$ cat src/rtl/pa_pkg.sv
package pa_pkg;
    typedef enum logic [1:0] {
        ST_HOLD      = 2'd0,
        ST_EVENT     = 2'd1,
        ST_GATE_WAIT = 2'd2,
        ST_GATE_RUN  = 2'd3
    } pa_state_e;
endpackage

$ cat src/rtl/pa_sync.sv
module pa_sync #(
    parameter int STAGES = 2
) (
    input  logic clk,
    input  logic rst_n,
    input  logic din,
    output logic lvl,
    output logic lvl_d
);
    logic [STAGES-1:0] chain_q;
    logic              prev_q;

    always_ff @(posedge clk or negedge rst_n) begin
        if (!rst_n) chain_q[0] <= 1'b0;
        else        chain_q[0] <= din;
    end

    for (genvar i = 1; i < STAGES; i++) begin : g_stage
        always_ff @(posedge clk or negedge rst_n) begin
            if (!rst_n) chain_q[i] <= 1'b0;
            else        chain_q[i] <= chain_q[i-1];
        end
    end

    // one more flop keeps the previous synchronized value for edge decisions
    always_ff @(posedge clk or negedge rst_n) begin
        if (!rst_n) prev_q <= 1'b0;
        else        prev_q <= chain_q[STAGES-1];
    end

    assign lvl   = chain_q[STAGES-1];
    assign lvl_d = prev_q;

    AST_PREV_FOLLOWS: assert property (@(posedge clk) disable iff (!rst_n)
        1'b1 |=> (lvl_d == $past(lvl)));
endmodule

$ cat src/rtl/pa_prescale.sv
module pa_prescale #(
    parameter int DIV = 64
) (
    input  logic clk,
    input  logic rst_n,
    input  logic tick_en,
    output logic tick_out
);
    localparam int PW = (DIV > 1) ? $clog2(DIV) : 1;
    localparam logic [PW-1:0] LAST = PW'(DIV - 1);

    logic [PW-1:0] div_q;

    always_ff @(posedge clk or negedge rst_n) begin
        if (!rst_n) begin
            div_q <= '0;
        end else if (tick_en) begin
            if (div_q == LAST) div_q <= '0;
            else               div_q <= div_q + 1'b1;
        end
    end

    assign tick_out = tick_en && (div_q == LAST);

    AST_DIV_IDLE: assert property (@(posedge clk) disable iff (!rst_n)
        !tick_en |=> $stable(div_q));
endmodule

$ cat src/rtl/pa_fsm.sv
module pa_fsm
    import pa_pkg::*;
(
    input  logic clk,
    input  logic rst_n,
    input  logic en,
    input  logic mode_gated,
    input  logic pol_sel,
    input  logic lvl,
    input  logic lvl_d,
    input  logic tick,
    output logic step,
    output logic edge_set
);
    pa_state_e state_q, state_d;
    logic      act_now, act_prev;

    assign act_now  = lvl ^ pol_sel;
    assign act_prev = lvl_d ^ pol_sel;

    always_ff @(posedge clk or negedge rst_n) begin
        if (!rst_n) state_q <= ST_HOLD;
        else        state_q <= state_d;
    end

    always_comb begin
        if (!en)             state_d = ST_HOLD;
        else if (!mode_gated) state_d = ST_EVENT;
        else if (act_now)    state_d = ST_GATE_RUN;
        else                 state_d = ST_GATE_WAIT;
    end

    always_comb begin
        step     = 1'b0;
        edge_set = 1'b0;
        unique case (state_q)
            ST_HOLD: begin
                step     = 1'b0;
                edge_set = 1'b0;
            end
            ST_EVENT: begin
                if (en && !mode_gated && act_now && !act_prev) begin
                    step     = 1'b1;
                    edge_set = 1'b1;
                end
            end
            ST_GATE_WAIT: begin
                step     = 1'b0;
                edge_set = 1'b0;
            end
            ST_GATE_RUN: begin
                if (en && mode_gated) begin
                    step     = tick;
                    edge_set = !act_now;
                end
            end
            default: begin
                step     = 1'b0;
                edge_set = 1'b0;
            end
        endcase
    end

    AST_OFF_TO_HOLD: assert property (@(posedge clk) disable iff (!rst_n)
        !en |=> (state_q == ST_HOLD));
    AST_NO_STEP_IN_HOLD: assert property (@(posedge clk) disable iff (!rst_n)
        (state_q == ST_HOLD) |-> !step);
endmodule

$ cat src/rtl/pa_counter.sv
module pa_counter #(
    parameter int CW = 8
) (
    input  logic          clk,
    input  logic          rst_n,
    input  logic          en,
    input  logic          step,
    input  logic          edge_set,
    input  logic          sw_wr,
    input  logic [CW-1:0] sw_wdata,
    input  logic          sw_clr_ovf,
    input  logic          sw_clr_edge,
    output logic [CW-1:0] cnt,
    output logic          ovf,
    output logic          edg
);
    localparam logic [CW-1:0] TOP = '1;

    logic load;
    assign load = sw_wr && !en;

    always_ff @(posedge clk or negedge rst_n) begin
        if (!rst_n) begin
            cnt <= '0;
        end else if (load) begin
            cnt <= sw_wdata;
        end else if (step) begin
            cnt <= cnt + 1'b1;
        end
    end

    always_ff @(posedge clk or negedge rst_n) begin
        if (!rst_n) begin
            ovf <= 1'b0;
        end else if (step && (cnt == TOP)) begin
            ovf <= 1'b1;
        end else if (sw_clr_ovf) begin
            ovf <= 1'b0;
        end
    end

    always_ff @(posedge clk or negedge rst_n) begin
        if (!rst_n) begin
            edg <= 1'b0;
        end else if (edge_set) begin
            edg <= 1'b1;
        end else if (sw_clr_edge) begin
            edg <= 1'b0;
        end
    end

    AST_HOLD_WHEN_OFF: assert property (@(posedge clk) disable iff (!rst_n)
        (!en && !sw_wr) |=> $stable(cnt));
    AST_WR_LOAD: assert property (@(posedge clk) disable iff (!rst_n)
        (!en && sw_wr) |=> (cnt == $past(sw_wdata)));
    AST_STEP_ONE: assert property (@(posedge clk) disable iff (!rst_n)
        en |=> ((cnt == $past(cnt)) || (cnt == $past(cnt) + 1'b1)));
    AST_WRAP_SETS_OVF: assert property (@(posedge clk) disable iff (!rst_n)
        (en && cnt == TOP) |=> ((cnt == TOP) || ovf));
    AST_OVF_STICKY: assert property (@(posedge clk) disable iff (!rst_n)
        (ovf && !sw_clr_ovf) |=> ovf);
    AST_EDGE_STICKY: assert property (@(posedge clk) disable iff (!rst_n)
        (edg && !sw_clr_edge) |=> edg);
endmodule

$ cat src/rtl/pulse_accum.sv
module pulse_accum #(
    parameter int CW          = 8,
    parameter int DIV         = 64,
    parameter int SYNC_STAGES = 2
) (
    input  logic          clk,
    input  logic          rst_n,
    input  logic          acc_en,
    input  logic          mode_gated,
    input  logic          pol_sel,
    input  logic          pin_in,
    input  logic          tick_en,
    input  logic          sw_wr,
    input  logic [CW-1:0] sw_wdata,
    input  logic          sw_clr_ovf,
    input  logic          sw_clr_edge,
    output logic [CW-1:0] count,
    output logic          ovf_flag,
    output logic          edge_flag
);
    logic lvl, lvl_d, tick, step, edge_set;

    pa_sync #(.STAGES(SYNC_STAGES)) u_sync (
        .clk   (clk),
        .rst_n (rst_n),
        .din   (pin_in),
        .lvl   (lvl),
        .lvl_d (lvl_d)
    );

    pa_prescale #(.DIV(DIV)) u_pre (
        .clk      (clk),
        .rst_n    (rst_n),
        .tick_en  (tick_en),
        .tick_out (tick)
    );

    pa_fsm u_fsm (
        .clk        (clk),
        .rst_n      (rst_n),
        .en         (acc_en),
        .mode_gated (mode_gated),
        .pol_sel    (pol_sel),
        .lvl        (lvl),
        .lvl_d      (lvl_d),
        .tick       (tick),
        .step       (step),
        .edge_set   (edge_set)
    );

    pa_counter #(.CW(CW)) u_cnt (
        .clk         (clk),
        .rst_n       (rst_n),
        .en          (acc_en),
        .step        (step),
        .edge_set    (edge_set),
        .sw_wr       (sw_wr),
        .sw_wdata    (sw_wdata),
        .sw_clr_ovf  (sw_clr_ovf),
        .sw_clr_edge (sw_clr_edge),
        .cnt         (count),
        .ovf         (ovf_flag),
        .edg         (edge_flag)
    );

    AST_FLAGS_OFF: assert property (@(posedge clk) disable iff (!rst_n)
        (!acc_en && !ovf_flag) |=> !ovf_flag);
endmodule

$ cat config.mk
export PLATFORM = sky130hd
export DESIGN_NAME = pulse_accum
export DESIGN_NICKNAME = d
export VERILOG_FILES = /design/src/rtl/pa_pkg.sv /design/src/rtl/pa_sync.sv /design/src/rtl/pa_prescale.sv /design/src/rtl/pa_fsm.sv /design/src/rtl/pa_counter.sv /design/src/rtl/pulse_accum.sv
export SDC_FILE = /design/constraint.sdc
export NUM_CORES = 1
export LEC_CHECK = 0
export ABC_AREA = 1
export BUFFER_PORTS_ARGS = -buffer_cell sky130_fd_sc_hd__buf_4
export CAP_MARGIN = 20
export CORE_MARGIN = 4
export CORE_UTILIZATION = 46
export DETAILED_ROUTE_END_ITERATION = 10
export PLACE_DENSITY = 0.73
export SLEW_MARGIN = 20
export SYNTH_ARGS = -nofsm -noshare
export SYNTH_HDL_FRONTEND = slang
export SYNTH_SLANG_ARGS = --single-unit
$ cat constraint.sdc
create_clock -name clk -period 1.3 [get_ports clk]
set_clock_uncertainty 0.05 [all_clocks]
set_input_delay 0.325 -clock clk [delete_from_list [all_inputs] [get_ports clk]]
set_output_delay 0.325 -clock clk [all_outputs]
set_load 0.05 [all_outputs]
Word level (Yosys, flattened, before mapping)
Cells that the tools add are included.
{"block": "totals", "mem_count": 0, "elab_cells": 48, "romBits": 0, "regBits": 21, "out_inout_bits": 10, "input_bits": 18, "latchBits": 0, "mem_bits_rw": 0}
{"block": "op_classes", "addsub": 2, "muxes": 15, "n_mul": 0, "shift": 0, "n_div": 0, "reduce_logical": 16, "n_eq_ne": 5, "n_bitwise": 2, "n_lt_le_gt_ge": 0}
{"cell": "$mux 8", "count": 2}
{"cell": "$add 8x1->8 const B", "count": 1}
{"cell": "$eq 8x8->1 const B", "count": 1}
{"cell": "$mux 1", "count": 8}
{"cell": "$logic_and 1x1->1", "count": 7}
{"cell": "$add 6x1->6 const B", "count": 1}
{"cell": "$eq 6x6->1 const B", "count": 1}
{"cell": "$mux 6", "count": 1}
{"cell": "$pmux 1 s3", "count": 2}
{"cell": "$reduce_bool 2->1", "count": 3}
{"cell": "$eq 2x2->1 const B", "count": 2}
{"cell": "$logic_not 1->1", "count": 4}
{"cell": "$mux 2", "count": 2}
{"cell": "$eq 2x1->1 const B", "count": 1}
{"cell": "$logic_not 2->1", "count": 1}
{"cell": "$reduce_or 2->1", "count": 1}
{"cell": "$xor 1x1->1", "count": 2}

Logic depth before layout (Yosys ltp)
{"block": "logic_depth", "word_depth": 8, "ltp_mapped": 9}

Cells and area by module
From an unflattened synthesis, not the netlist that was laid out.
{"block": "unflattened", "hier_cells": 153, "hier_area_um2": 1199.9}
{"mod": "pa_counter", "seq_area_each_um2": 250.2, "area_per_inst_um2": 630.6, "cells_per_inst": 88, "n_inst": 1}
{"mod": "pa_prescale", "seq_area_each_um2": 150.1, "area_per_inst_um2": 341.6, "cells_per_inst": 35, "n_inst": 1}
{"mod": "pa_fsm", "seq_area_each_um2": 50.0, "area_per_inst_um2": 152.6, "cells_per_inst": 27, "n_inst": 1}
{"mod": "pa_sync", "seq_area_each_um2": 75.1, "area_per_inst_um2": 75.1, "cells_per_inst": 3, "n_inst": 1}

Worst setup path before layout
Ideal clock, no wire load.
{"block": "synth_path", "path_type": "reg-to-reg", "startpoint": "reg u_cnt.cnt[1]", "endpoint": "reg u_cnt.cnt[6]", "required_time_ns": 1.130, "arrival_time_ns": 1.458, "slack_ns": -0.328, "path_stages_with_launch": 9, "setup_ns": 0.120, "period_less_slack_ns": 1.628, "path_buffers": 0, "path_cell_list": "dfrtp_1 > ha_1 > nand2_1 > nor2_1 > nand3_1 > nand3_1 > nand2_1 > nand2_1 > nand2_1"}
{"block": "synth_between", "elab_chain_cells": 3}
{"item": "start, declared", "line": "pa_counter.sv:13", "text": "output logic [CW-1:0] cnt,"}
{"item": "start signal, assigned", "line": "pa_counter.sv:26", "text": "cnt <= sw_wdata;"}
{"item": "start signal, assigned", "line": "pa_counter.sv:28", "text": "cnt <= cnt + 1'b1;"}
{"item": "$add 8x1->8", "line": "pa_counter.sv:28"}
{"item": "$mux 8", "line": "pa_counter.sv:27", "text": "end else if (step) begin"}
{"item": "$mux 8", "line": "pa_counter.sv:25", "text": "end else if (load) begin"}
No other way between the ends. The select of a mux whose other input is x is not followed.
A chain may end at the register's enable or synchronous reset.

Worst setup path in the final report
{"block": "layout_path", "startpoint": "reg u_cnt.cnt[2]", "endpoint": "out count[2]"}
{"item": "end, declared", "line": "pulse_accum.sv:17", "text": "output logic [CW-1:0] count,"}
No word-level cell between the ends.

==> flow_summary_export.csv <==
group,metric,value,unit
sta,worst_pin_slew,0.2717,ns
power,swShare,0.4040,
sta,min_period_over_period,1.017,
finish,area_growth,46.03,%
drt,drt-wirelength-per-cell,12.70,um
setup_path,start_kind,"register",
global_routing,antenna_found_initial,0,
power,powerDensity,1448,nW/um^2
clocking,clk_latency,0.30,ns
setup_path,crit_type,"register to output pin",
sta,fmax,756.1,MHz
drt,wl_met1,1214,um
finish,final_nets,217,
finish,drive_above_1_share,0.4133,
floorplan,rows,17,
sta,fin_tns_setup,-0.1200,ns
synthesis,yosysTopAreaCell,"dfrtp_1",
clocking,clock_sinks,21,
synthesis,synth_edf_count,0,
drt,vias_per_cell,4.987,
global_routing,grt_max_degree,22,
setup_path,path_cells,"buf_6",
setup_path,slowest_stage,"dfrtp_2",
min_path,hold_depth,1,
synthesis,synth_area_per_cell,7.818,um^2
sta,relSlewSlack,0.8189,
setup_path,required,0.93,ns
placement,io_buffers,27,
power,p_comb_frac,0.459,
global_routing,track_usage,0.1722,
power,p_total,2.398,mW
synthesis,synthMuxAreaShare,0.009934,
clocking,h-tree-depth,1,
placement,dp_hpwl,1890,um
setup_path,r2r_slack,-0.02,ns
synthesis,yosysSeqAreaShare,0.4636,
sta,rsz0062_at_grt,"yes",
power,intPower,1.429,mW
floorplan,die_area,3322,um^2
placement,post-place-cells,203,
clocking,cts_max_path_buffers,2,
setup_path,cp.arrival,0.95,ns
clocking,clk_pin_slew,0.12,ns
placement,routabilityCongestion,0.8534,
synthesis,synth_seq_cells,21,
min_path,hold_path_end,"u_sync.chain_q[0]$_DFF_PN0_",
sta,setup_violations,10,
setup_path,path_buf_inv,1,
power,peakVddDrop,0.9598,mV
setup_path,cp_top_family,"flip-flops",
run_status,failed_checks,"setup timing",
global_routing,grt_pass1_wl,4395,um
synthesis,syn_area,1134,um^2
sta,hold_viol,0,
finish,n_antenna_cell,0,
global_routing,first_global_vias,990,
drt,first_iter_violations,19,
synthesis,netlist_top_cells_count,"58 x nand2_1, 21 x dfrtp_1, 13 x inv_1, 12 x nand3_1, 10 x nor2_1",
setup_path,crit_fanout,6,
drt,route.met2.wl,1377,um
sta,fin_crit,1.323,ns
synthesis,syn_inst,145,
drt,drc,0,
drt,wl_met3,189,um
floorplan,io_pins,28,
clocking,root_buffer,"clkbuf_4",
power,p_switching,0.9686,mW
power,p_seq_frac,0.404,
floorplan,core,2276,um^2
min_path,worstHoldStart,"pin_in",
sta,report.final.slew_viol_count,0,
drt,dr.max_layer_used,"met4",
synthesis,yosysWarnings,0,
setup_path,ff2ff_path_depth,9,
synthesis,async_reset_ff_frac,1.000,
setup_path,cp_num_cells,1,
finish,multi_input_area,601.8,um^2
global_routing,gr-total-overflow,0,
job,drv_cap,0,
floorplan,die_w,57.64,um
synthesis,synth_fp_nets,165,
synthesis,synth_xor_area_frac,0.03863,
drt,num_vias,1117,
sta,layout_setup_ws,-0.02253,ns
synthesis,synth_cell_types,26,
setup_path,slowest_delay,0.47,ns
setup_path,r2r_end,"u_cnt.cnt[6]$_DFFE_PN0P_",
power,power_frac_clock,0.137,
synthesis,yosys.area_share.adder,0.02208,
drt,drtAntennaViolNets,0,
finish,final_cells,224,
synthesis,synth_top_area_share,0.4636,
synthesis,ys.flop_type,"dfrtp_1",
clocking,cts_made_buffers,3,
sta,holdWs,0.06462,ns
drt,drt_first_pass_iters,6,
synthesis,synth_top_family_by_area,"simple AND/OR/NAND/NOR gates",
synthesis,synth_compound_area_frac,0.04305,
synthesis,synth_area_leaders,"dfrtp_1 46%, nand2_1 19%, nand3_1 5.3%",
finish,final-seq-area,534.3,um^2
min_path,hp-class,"primary input to register",
power,p_leak,0.8533,nW
finish,num-fill-cells,171,
run_status,status,"finished with violations",
setup_path,cp-end-kind,"output pin",
drt,wl,2845,um
floorplan,chipHeight,57.64,um
finish,final_util,0.7273,
floorplan,initial_core_util,0.4981,
synthesis,yosys.area_share.simple,0.3576,
setup_path,r2r_start,"u_cnt.cnt[3]$_DFFE_PN0P_",
synthesis,synth.most_common_cell,"nand2_1",
clocking,cts_tree,"built",
flip-flops by register name, summed over array words and instances, names as in the netlist:
name / count
u_fsm.state_q: 2
u_sync.lvl: 1
u_sync.lvl_d: 1
u_pre.div_q: 6
u_cnt.edg: 1
u_cnt.ovf: 1
u_cnt.cnt: 8
u_sync.chain_q: 1
placed cells by master, fill, tap and decap left out:
| cell | Yosys | routed |
|---|---|---|
| o21ai_1 | 0 | 1 |
| ha_2 | 0 | 1 |
| xor2_1 | 2 | 2 |
| nand3b_1 | 1 | 1 |
| buf_6 | 1 | 9 |
| nand2_1 | 58 | 53 |
| nand3_2 | 1 | 1 |
| nand2_4 | 0 | 1 |
| dfrtp_1 | 21 | 14 |
| nor3b_1 | 1 | 1 |
| o21ai_0 | 3 | 2 |
| nand3_4 | 1 | 2 |
| nor2_4 | 1 | 2 |
| nor3_2 | 0 | 1 |
| mux2_2 | 1 | 1 |
| ha_4 | 0 | 1 |
| nor2_1 | 10 | 7 |
| clkbuf_4 | 0 | 3 |
| dfrtp_2 | 0 | 7 |
| or2_2 | 2 | 2 |
| nand3_1 | 12 | 12 |
| clkinvlp_4 | 0 | 1 |
| buf_4 | 0 | 37 |
| nor2_2 | 1 | 3 |
| nand2_2 | 2 | 6 |
| inv_6 | 0 | 1 |
| inv_2 | 2 | 2 |
| xnor2_1 | 3 | 3 |
| a21oi_1 | 1 | 1 |
| dlygate4sd3_1 | 0 | 1 |
| o211ai_1 | 1 | 1 |
| inv_1 | 13 | 13 |
| a31oi_1 | 1 | 1 |
| o21bai_1 | 2 | 2 |
worst max path at each step:
stage / from / end / slack, ns
floorplan: u_cnt.cnt[1]$_DFFE_PN0P_ / u_cnt.cnt[6]$_DFFE_PN0P_ / -0.08
global placement: u_pre.div_q[0]$_DFFE_PN0P_ / u_cnt.cnt[0]$_DFFE_PN0P_ / 0.03
detailed placement: u_pre.div_q[0]$_DFFE_PN0P_ / u_cnt.cnt[1]$_DFFE_PN0P_ / -0.02
CTS: u_cnt.cnt[2]$_DFFE_PN0P_ / count[2] / -0.03
global route: u_pre.div_q[0]$_DFFE_PN0P_ / u_cnt.cnt[7]$_DFFE_PN0P_ / -0.12
finish: u_cnt.cnt[2]$_DFFE_PN0P_ / count[2] / -0.02
cell type report:
cell class,instances,area share
repair buffers,47,0.2351
clock buffers,3,0.01361
inverters,16,0.03930
multi-input cells,108,0.3636
clock inverters,1,0.004535
well taps,28,0.02116
flip-flops and latches,21,0.3228
layer usage:
layer  track usage  vias up
met5             0        -
met4       0.07947        0
met3       0.04232        8
met2        0.2742       37
met1        0.2200      518
li1              -      554
cell families after synthesis:
family	Yosys count
and+or+nand+nor	91
adders and majority gates	2
muxes	1
buffers and inverters	17
xor gates and xnor gates	5
DFF	21
AOI/OAI and AO/OA	8
repair_timing:
item / CTS / global route
hold buffers: 1 / 0
resized for setup: 12 / 10
endpoints found under the setup margin: 16 / 19
buffers inserted: 11 / 4
pin swaps: 3 / 6
endpoints found under the hold margin: 21 / 0
cloned: 1 / 0
per-stage QoR:
stage	cell area, um^2	worst slack [ns]
floorplan	1160	-0.07815
global placement	1416	0.02594
detailed placement	1416	-0.02156
CTS	1594	-0.03172
global route	1655	-0.1196
finish	1655	-0.02253
power by group through the flow:
stage	Combinational, mW	Clock (mW)	Sequential (mW)
4_1_cts	1.03	0.336	0.964
3_3_place_gp	0.818	0	0.996
2_1_floorplan	0.366	0	1.18
6_report	1.10	0.328	0.968
3_5_place_dp	0.832	0	0.997
5_1_grt	1.20	0.363	0.984
(Power assumes the default switching activity.)
